## src/rtl/rxf_pkg.sv

```systemverilog
package rxf_pkg;
    localparam int DA_BITS    = 48;
    localparam int DA_BYTES   = DA_BITS / 8;
    localparam int HASH_BITS  = 6;
    localparam int HASH_BINS  = 1 << HASH_BITS;
    localparam int REG_CTRL   = 0;
    localparam int REG_HLO    = 2;
    localparam int REG_HHI    = 3;
    localparam int REG_SLOT0  = 8;

    typedef logic [DA_BITS-1:0] mac_addr_t;

    typedef struct packed {
        logic bcast_dis;
        logic hash_en;
        logic copy_all;
    } rx_ctl_t;

    typedef struct packed {
        logic      active;
        mac_addr_t addr;
    } xm_slot_t;

    // Fold the address onto HASH_BITS bits: bit j lands on j mod HASH_BITS.
    function automatic logic [HASH_BITS-1:0] da_hash(input mac_addr_t a);
        logic [HASH_BITS-1:0] h;
        h = '0;
        for (int j = 0; j < DA_BITS; j++) h[j % HASH_BITS] ^= a[j];
        return h;
    endfunction

    function automatic logic is_bcast(input mac_addr_t a);
        return &a;
    endfunction

    function automatic logic is_mcast(input mac_addr_t a);
        return a[0];
    endfunction
endpackage

```

## src/rtl/rxf_cfg_regs.sv

```systemverilog
module rxf_cfg_regs
    import rxf_pkg::*;
#(
    parameter int N_SLOT = 8,
    parameter int CFG_AW = 5
) (
    input  logic                  clk,
    input  logic                  rst,
    input  logic                  we,
    input  logic [CFG_AW-1:0]     addr,
    input  logic [31:0]           wdata,
    output rx_ctl_t               ctl,
    output logic [HASH_BINS-1:0]  hash_tbl,
    output xm_slot_t              slots [N_SLOT]
);
    always_ff @(posedge clk) begin
        if (rst) begin
            ctl      <= '0;
            hash_tbl <= '0;
        end else if (we) begin
            if (addr == CFG_AW'(REG_CTRL)) ctl <= rx_ctl_t'(wdata[2:0]);
            if (addr == CFG_AW'(REG_HLO))  hash_tbl[31:0]  <= wdata;
            if (addr == CFG_AW'(REG_HHI))  hash_tbl[63:32] <= wdata;
        end
    end

    for (genvar k = 0; k < N_SLOT; k++) begin : g_slot
        localparam int LO_A = REG_SLOT0 + 2 * k;
        always_ff @(posedge clk) begin
            if (rst) begin
                slots[k] <= '0;
            end else if (we && addr == CFG_AW'(LO_A)) begin
                slots[k].addr[31:0] <= wdata;
                slots[k].active     <= 1'b0;
            end else if (we && addr == CFG_AW'(LO_A + 1)) begin
                slots[k].addr[47:32] <= wdata[15:0];
                slots[k].active      <= 1'b1;
            end
        end
    end
endmodule

```

## src/rtl/rxf_da_capture.sv

```systemverilog
module rxf_da_capture
    import rxf_pkg::*;
(
    input  logic      clk,
    input  logic      rst,
    input  logic      sof,
    input  logic      bvld,
    input  logic [7:0] bdata,
    output logic      da_last,
    output mac_addr_t da_next
);
    localparam int CW = $clog2(DA_BYTES + 1);

    logic [CW-1:0]          cnt;
    logic [DA_BITS-9:0]     da_q;
    logic                   take;
    logic [CW-1:0]          idx;

    assign idx     = sof ? '0 : cnt;
    assign take    = bvld && (sof || (cnt != '0 && cnt < CW'(DA_BYTES)));
    assign da_last = take && (idx == CW'(DA_BYTES - 1));
    assign da_next = {bdata, da_q};

    always_ff @(posedge clk) begin
        if (rst) begin
            cnt  <= '0;
            da_q <= '0;
        end else if (take) begin
            cnt <= idx + CW'(1);
            if (sof) begin
                da_q <= {{(DA_BITS-16){1'b0}}, bdata};
            end else begin
                for (int b = 1; b < DA_BYTES - 1; b++)
                    if (idx == CW'(b)) da_q[b*8 +: 8] <= bdata;
            end
        end
    end
endmodule

```

## src/rtl/rxf_match.sv

```systemverilog
module rxf_match
    import rxf_pkg::*;
#(
    parameter int N_SLOT = 8
) (
    input  rx_ctl_t              ctl,
    input  logic [HASH_BINS-1:0] hash_tbl,
    input  xm_slot_t             slots [N_SLOT],
    input  mac_addr_t            da,
    output logic                 any_hit,
    output logic                 accept
);
    logic [N_SLOT-1:0] hit;

    for (genvar k = 0; k < N_SLOT; k++) begin : g_cmp
        assign hit[k] = slots[k].active && (slots[k].addr == da);
    end

    assign any_hit = |hit;

    always_comb begin
        if (ctl.copy_all)
            accept = 1'b1;
        else if (is_bcast(da))
            accept = !ctl.bcast_dis;
        else if (any_hit)
            accept = 1'b1;
        else
            accept = is_mcast(da) && ctl.hash_en && hash_tbl[da_hash(da)];
    end
endmodule

```

## src/rtl/rx_da_filter.sv

```systemverilog
module rx_da_filter
    import rxf_pkg::*;
#(
    parameter int N_SLOT = 8,
    parameter int CFG_AW = 5
) (
    input  logic              clk,
    input  logic              rst,
    input  logic              cfg_we,
    input  logic [CFG_AW-1:0] cfg_addr,
    input  logic [31:0]       cfg_wdata,
    input  logic              rx_sof,
    input  logic              rx_vld,
    input  logic [7:0]        rx_byte,
    output logic              dec_vld,
    output logic              dec_accept
);
    rx_ctl_t              ctl;
    logic [HASH_BINS-1:0] hash_tbl;
    xm_slot_t             slots [N_SLOT];
    logic                 da_last;
    mac_addr_t            da_next;
    logic                 any_hit;
    logic                 accept;

    rxf_cfg_regs #(.N_SLOT(N_SLOT), .CFG_AW(CFG_AW)) u_cfg (
        .clk(clk), .rst(rst), .we(cfg_we), .addr(cfg_addr), .wdata(cfg_wdata),
        .ctl(ctl), .hash_tbl(hash_tbl), .slots(slots)
    );

    rxf_da_capture u_cap (
        .clk(clk), .rst(rst), .sof(rx_sof), .bvld(rx_vld), .bdata(rx_byte),
        .da_last(da_last), .da_next(da_next)
    );

    rxf_match #(.N_SLOT(N_SLOT)) u_match (
        .ctl(ctl), .hash_tbl(hash_tbl), .slots(slots), .da(da_next),
        .any_hit(any_hit), .accept(accept)
    );

    always_ff @(posedge clk) begin
        if (rst) begin
            dec_vld    <= 1'b0;
            dec_accept <= 1'b0;
        end else begin
            dec_vld    <= da_last;
            dec_accept <= da_last && accept;
        end
    end


    dec_after_last_chk: assert property (@(posedge clk) disable iff (rst)
        da_last |=> dec_vld);

    dec_single_pulse_chk: assert property (@(posedge clk) disable iff (rst)
        dec_vld |=> !dec_vld);

    copy_all_accept_chk: assert property (@(posedge clk) disable iff (rst)
        (da_last && ctl.copy_all) |=> dec_accept);

    bcast_block_chk: assert property (@(posedge clk) disable iff (rst)
        (da_last && !ctl.copy_all && ctl.bcast_dis && is_bcast(da_next)) |=> !dec_accept);

    hash_off_reject_chk: assert property (@(posedge clk) disable iff (rst)
        (da_last && !ctl.copy_all && !ctl.hash_en && !any_hit && !is_bcast(da_next))
        |=> !dec_accept);
endmodule

```

## config.mk

```make
export PLATFORM = sky130hd
export DESIGN_NAME = rx_da_filter
export DESIGN_NICKNAME = d
export VERILOG_FILES = /design/src/rtl/rxf_pkg.sv /design/src/rtl/rxf_cfg_regs.sv /design/src/rtl/rxf_da_capture.sv /design/src/rtl/rxf_match.sv /design/src/rtl/rx_da_filter.sv
export SDC_FILE = /design/constraint.sdc
export NUM_CORES = 1
export LEC_CHECK = 0
export ABC_AREA = 1
export BUFFER_PORTS_ARGS = -buffer_cell sky130_fd_sc_hd__buf_2
export CAP_MARGIN = 5
export CORE_MARGIN = 2
export CORE_UTILIZATION = 35
export DETAILED_ROUTE_END_ITERATION = 16
export PLACE_DENSITY = 0.46
export SLEW_MARGIN = 15
export SYNTH_ARGS = -nofsm -noshare
export SYNTH_HDL_FRONTEND = slang
export SYNTH_SLANG_ARGS = --single-unit
```

## constraint.sdc

```tcl
create_clock -name clk -period 4.9 [get_ports clk]
set_input_delay 0.49 -clock clk [delete_from_list [all_inputs] [get_ports clk]]
set_output_delay 0.49 -clock clk [all_outputs]
set_load 0.005 [all_outputs]
```

==> impl_metrics.json, run 1 <==
{
  "row_count": 95,
  "io_buffer_count": 51,
  "worst-slew-pin-transition_ps": 1250,
  "wl_per_cell_um": 31.4,
  "path_max_fanout": 38,
  "cts_buffers": 59,
  "cp-start-kind": "register",
  "tritoncts": "yes",
  "hp-class": "in2reg",
  "synth_warnings": 0,
  "vias_per_cell": 5.98,
  "tns_ps": 0,
  "ant_nets": 0,
  "area_delta_synth_final_pct": 12.5,
  "ctsHoldBuffers": 0,
  "drive_gt1_share_pct": 8.26,
  "post-place-ws_ps": 1180,
  "period_share_pct": 77.9,
  "antenna_found_initial": 13,
  "clockBufferDepth": 3,
  "arrival_ps": 4340,
  "grt_max_degree": 220,
  "ios": 52,
  "pwr_density_cell_nw_per_um2": 387,
  "synth_top_area_share_pct": 42.7,
  "yosysTopAreaCell": "dfxtp_1",
  "max_freq_ghz": 0.262,
  "dieArea_sq_um": 69700,
  "grt_pass1_vias": 22325,
  "hold_path_depth": 2,
  "final_area_sq_um": 26600,
  "synth_cell_types": 38,
  "clk_pin_slew_ps": 60,
  "setup_viol": 0,
  "avgSynthCellArea_sq_um": 7.14,
  "num_vias": 24999,
  "path_class": "reg2reg",
  "fin_nets": 3313,
  "cts_sinks": 504,
  "holdWs_ps": 247,
  "maxSlewViolCount": 0,
  "hpwl_um": 83900,
  "dr.pass1.iters": 6,
  "synth_nets": 3366,
  "layout_commonest_cell": "dfxtp_1",
  "grt_pass1_wl_um": 180000,
  "worst_skew_pair.late_latency_ps": 650,
  "relSlewSlack_pct": 16.6,
  "cts_setup_buffers": 0,
  "drt_iter0_drc": 4127,
  "drv_cap": 0,
  "core_area_sq_um": 67000,
  "regArea_sq_um": 10100,
  "grt_overflow": 0,
  "dieHeight_um": 264,
  "wirelength_um": 131000,
  "drcViolationCount": 0,
  "vdd_drop_max_v": 0.000248,
  "finalPower_mw": 10.3,
  "skew_ps": 12.7,
  "status": "finished, final reports clean",
  "leakagePower_nw": 9.91,
  "cp-end-kind": "register",
  "synthTopCellsByArea": "dfxtp_1, o21ai_0, a21oi_1",
  "postSynthCellCount": 3311,
  "htreeDepth": 2,
  "synth_area_sq_um": 23600,
  "r2r_setup_slack_ps": 1080,
  "final-hold-violation-count": 0,
  "rsz0062_at_grt": "no",
  "ys_seq_elements": 504,
  "mostFrequentLayoutCells": "dfxtp_1, o21ai_0, a21oi_1",
  "grt_util_all_layers_pct": 36.6,
  "multiInputGateArea_sq_um": 11000,
  "postCtsResizedCells": 0,
  "start_util_pct": 35.3,
  "fillers": 7095,
  "clock-root-buffer": "clkbuf_16",
  "layout_setup_ws_ps": 1080,
  "fin_crit_ps": 3820,
  "routabilityCongestion": 1.04,
  "reg2regPathDepth": 17,
  "ys_seq_area_share_pct": 42.7,
  "place_area_sq_um": 24600,
  "required_ps": 5430,
  "die_w_um": 264
}
==> path summary, 6_finish.rpt <==
check,to,start
max,dec_accept,u_cap.da_q[30]
min,u_cap.da_q[32],rst
max reg2reg,dec_accept,u_cap.da_q[30]
min reg2reg,u_cfg.hash_tbl[62],u_cfg.hash_tbl[62]
==> cell families (layout without fill, tap and decap cells) <==
logic type,after synthesis,in the layout,synth area share (%)
AO/OA/AOI/OAI,1105,1105,25.4
AND/OR/NAND/NOR,940,940,16.9
buffers and inverters,654,649,10.9
flip-flops,504,504,42.7
XOR/XNOR,103,103,3.91
adder cells (fa/ha/maj),5,5,0.265
other,0,3,0
==> report_power, final <==
group / leakage, nW / internal, mW / switching (mW) / total (mW)
clock network: 0.942 / 2.57 / 1.88 / 4.45
logic: 4.90 / 0.399 / 1.18 / 1.58
registers: 4.07 / 4.17 / 0.0904 / 4.26
total: 9.91 / 7.13 / 3.15 / 10.3
==> layer usage <==
metal	vias to the layer above	track usage, %	wire length (um)
li1	11031	-	-
met1	11956	50.8	53800
met2	1660	52.6	53600
met3	352	8.72	16100
met4	0	18.3	7750
met5	-	0	0
==> final cells by class <==
type	instances	area share (%)
Multi-Input combinational cell	2153	41.4
Clock inverter	9	0.292
Antenna cell	3	0.0282
Tap cell	873	4.11
Sequential cell	504	37.9
Timing Repair Buffer	142	3.66
Inverter	398	5.66
Clock buffer	100	6.88
==> critical path: stages, from the launching register on <==
cell,delay [ps]
dfxtp_1,950
inv_2,410
nand2_1,190
nand2_2,90
nand2_2,110
nand2_2,70
nand2_4,250
nand2_2,460
o21ai_0,320
nand2_1,80
nand3_1,100
nand3_1,80
nand3_1,120
nand3_1,70
nand3_1,140
nand2_1,70
nand2_1,90
a21oi_2,60
==> synth_stat cells, drive strengths merged <==
library cell,instances
dfxtp,504
o21ai,460
a21oi,393
inv,377
nand2,364
nor2,328
clkbuf,192
o22ai,185
nand3,171
buf,64
xnor2,64
a221oi,48
nor4,43
xor2,39
clkinv,21
nand4,21
o2111ai,11
or2,7
nor3,6
a211oi,5
ha,5
o211ai,3
==> stage by stage <==
| stage | util, % | cells |
|---|---|---|
| floorplan | - | 3311 |
| global placement | 36.8 | 4069 |
| detailed placement | 36.8 | 4069 |
| CTS | 39.6 | 4178 |
| global route | 39.7 | 4179 |
| finish | 39.7 | 4182 |
==> sequential cells by signal, indices dropped and copies added, names as in the netlist <==
name,cells
u_cfg.hash_tbl,64
u_cfg.slots,392
u_cfg.ctl,3
dec_accept,1
u_cap.da_q,40
dec_vld,1
u_cap.cnt,3
(Power assumes the default switching activity.)
==> run 2, diff against run 1 <==
==> constraint.sdc (replaced) <==
create_clock -name clk -period 3.6 [get_ports clk]
set_input_delay 0.36 -clock clk [delete_from_list [all_inputs] [get_ports clk]]
set_output_delay 0.36 -clock clk [all_outputs]
set_load 0.005 [all_outputs]
==> impl_metrics.json, run 2 (same netlist as run 1, synthesis figures left out) <==
{
  "final_area_sq_um": 27000,
  "drv_cap": 0,
  "mostFrequentLayoutCells": "dfxtp_1, o21ai_0, a21oi_1",
  "hpwl_um": 87100,
  "hold_path_depth": 3,
  "row_count": 95,
  "antenna_found_initial": 16,
  "wirelength_um": 133000,
  "pwr-share-seq_pct": 41.0,
  "layout_commonest_cell": "dfxtp_1",
  "min-delay-start": "rx_vld",
  "grt_util_all_layers_pct": 37.2,
  "clockBufferDepth": 3,
  "worstHoldEndpoint": "u_cap.cnt[1]",
  "p_sw_mw": 4.34,
  "finalPower_mw": 14.1,
  "tns_ps": 0,
  "top_register": "u_cfg.slots",
  "fin_nets": 3362,
  "postCtsResizedCells": 0,
  "netSwitchingFraction_pct": 30.8,
  "combPwrFrac_pct": 15.9,
  "path_class": "reg2reg",
  "cts_setup_buffers": 0,
  "fin_crit_ps": 3140,
  "place_area_sq_um": 25100,
  "vias_per_cell": 5.98,
  "htreeDepth": 2,
  "worst-slew-pin-transition_ps": 1040,
  "vdd_drop_max_v": 0.000367,
  "clock-root-buffer": "clkbuf_16",
  "drt_iter0_drc": 4067,
  "period_share_pct": 87.2,
  "r2r-start": "u_cap.da_q[13]",
  "ant_nets": 0,
  "dp_cells": 4119,
  "routabilityCongestion": 1.01,
  "ctsHoldBuffers": 0,
  "largest_registers": "u_cfg.slots: 392 flops, u_cfg.hash_tbl: 64 flops, u_cap.da_q: 40 flops",
  "max_freq_ghz": 0.318,
  "status": "finished, final reports clean",
  "ios": 52,
  "core_area_sq_um": 67000,
  "required_ps": 4110,
  "leakagePower_nw": 10.2,
  "dieHeight_um": 264,
  "skew_ps": 18.0,
  "fillers": 6988,
  "worst_skew_pair.late_latency_ps": 650,
  "grt_pass1_vias": 23094,
  "relSlewSlack_pct": 31.0,
  "final_cell_count_no_fill": 4223,
  "cp-end-kind": "register",
  "layout_setup_ws_ps": 460,
  "wl_per_cell_um": 31.6,
  "holdWs_ps": 102,
  "drive_gt1_share_pct": 9.65,
  "drcViolationCount": 0,
  "tritoncts": "yes",
  "r2r_setup_slack_ps": 460,
  "num_vias": 25246,
  "clk_pin_slew_ps": 60,
  "dieArea_sq_um": 69700,
  "finish.utilization_pct": 40.2,
  "area_delta_synth_final_pct": 14.0,
  "die_w_um": 264,
  "final-hold-violation-count": 0,
  "p_int_mw": 9.74,
  "rr_endpoint": "dec_accept",
  "reg2regPathDepth": 12,
  "clkPwrFrac_pct": 43.1,
  "pwr_density_cell_nw_per_um2": 522,
  "cts_sinks": 504,
  "grt_max_degree": 99,
  "grt_overflow": 0,
  "hp-class": "in2reg",
  "grt_pass1_wl_um": 182000,
  "rsz0062_at_grt": "no",
  "cp-start-kind": "register",
  "maxSlewViolCount": 0,
  "post-place-ws_ps": 659,
  "largest_reg_flops": 392,
  "cts_buffers": 59,
  "setup_viol": 0,
  "dr.pass1.iters": 6,
  "arrival_ps": 3650,
  "path_max_fanout": 6,
  "io_buffer_count": 51,
  "start_util_pct": 35.3
}
## run 2: worst max-delay path, stage by stage (launching register included)
cell and delay [ps]:
dfxtp_1 790, inv_1 480, buf_4 340, o22ai_1 160, nor4_1 70, nand4_1 200, nor2_1 70, a21oi_1 210
nand2_1 80, nor2_1 370, nand2_1 100, nand2_1 80, a21oi_2 50
## run 2: power by group through the flow
stage	Combinational, mW	Sequential, mW	Clock [mW]
2_1_floorplan	1.20	5.83	0
3_3_place_gp	2.15	5.89	0
3_5_place_dp	2.14	5.89	0
4_1_cts	2.15	5.77	6.11
5_1_grt	2.29	5.78	6.32
6_report	2.24	5.78	6.07
## run 2: worst max path at each step
| stage | startpoint | end | slack [ps] | depth (start not counted) |
|---|---|---|---|---|
| floorplan | rx_byte[3] | dec_accept | 1660 | 17 |
| global placement | u_cap.da_q[13] | dec_accept | 610 | 12 |
| detailed placement | rx_byte[2] | dec_accept | 660 | 19 |
| CTS | u_cap.da_q[21] | dec_accept | 660 | 14 |
| global route | u_cap.da_q[0] | dec_accept | 350 | 17 |
| finish | u_cap.da_q[13] | dec_accept | 460 | 12 |
## run 2: final cells by class
class                           instances  area [sq um]  area share [%]
Multi-Input combinational cell       2153         11000            40.8
Sequential cell                       504         10100            37.4
Clock buffer                           89          1800            6.68
Inverter                              398          1500            5.58
Timing Repair Buffer                  191          1370            5.09
Tap cell                              873          1090            4.05
Clock inverter                         13          97.6           0.362
Antenna cell                            2          5.00          0.0186
## run 2: metal layers
metal  up-vias  part of all wire [%]  GRT usage, %
li1      11125                     -             -
met1     12090                    41          50.9
met2      1604                    41          53.4
met3       423                    11          7.55
met4         4                   7.2          23.1
met5         -                 0.017             0
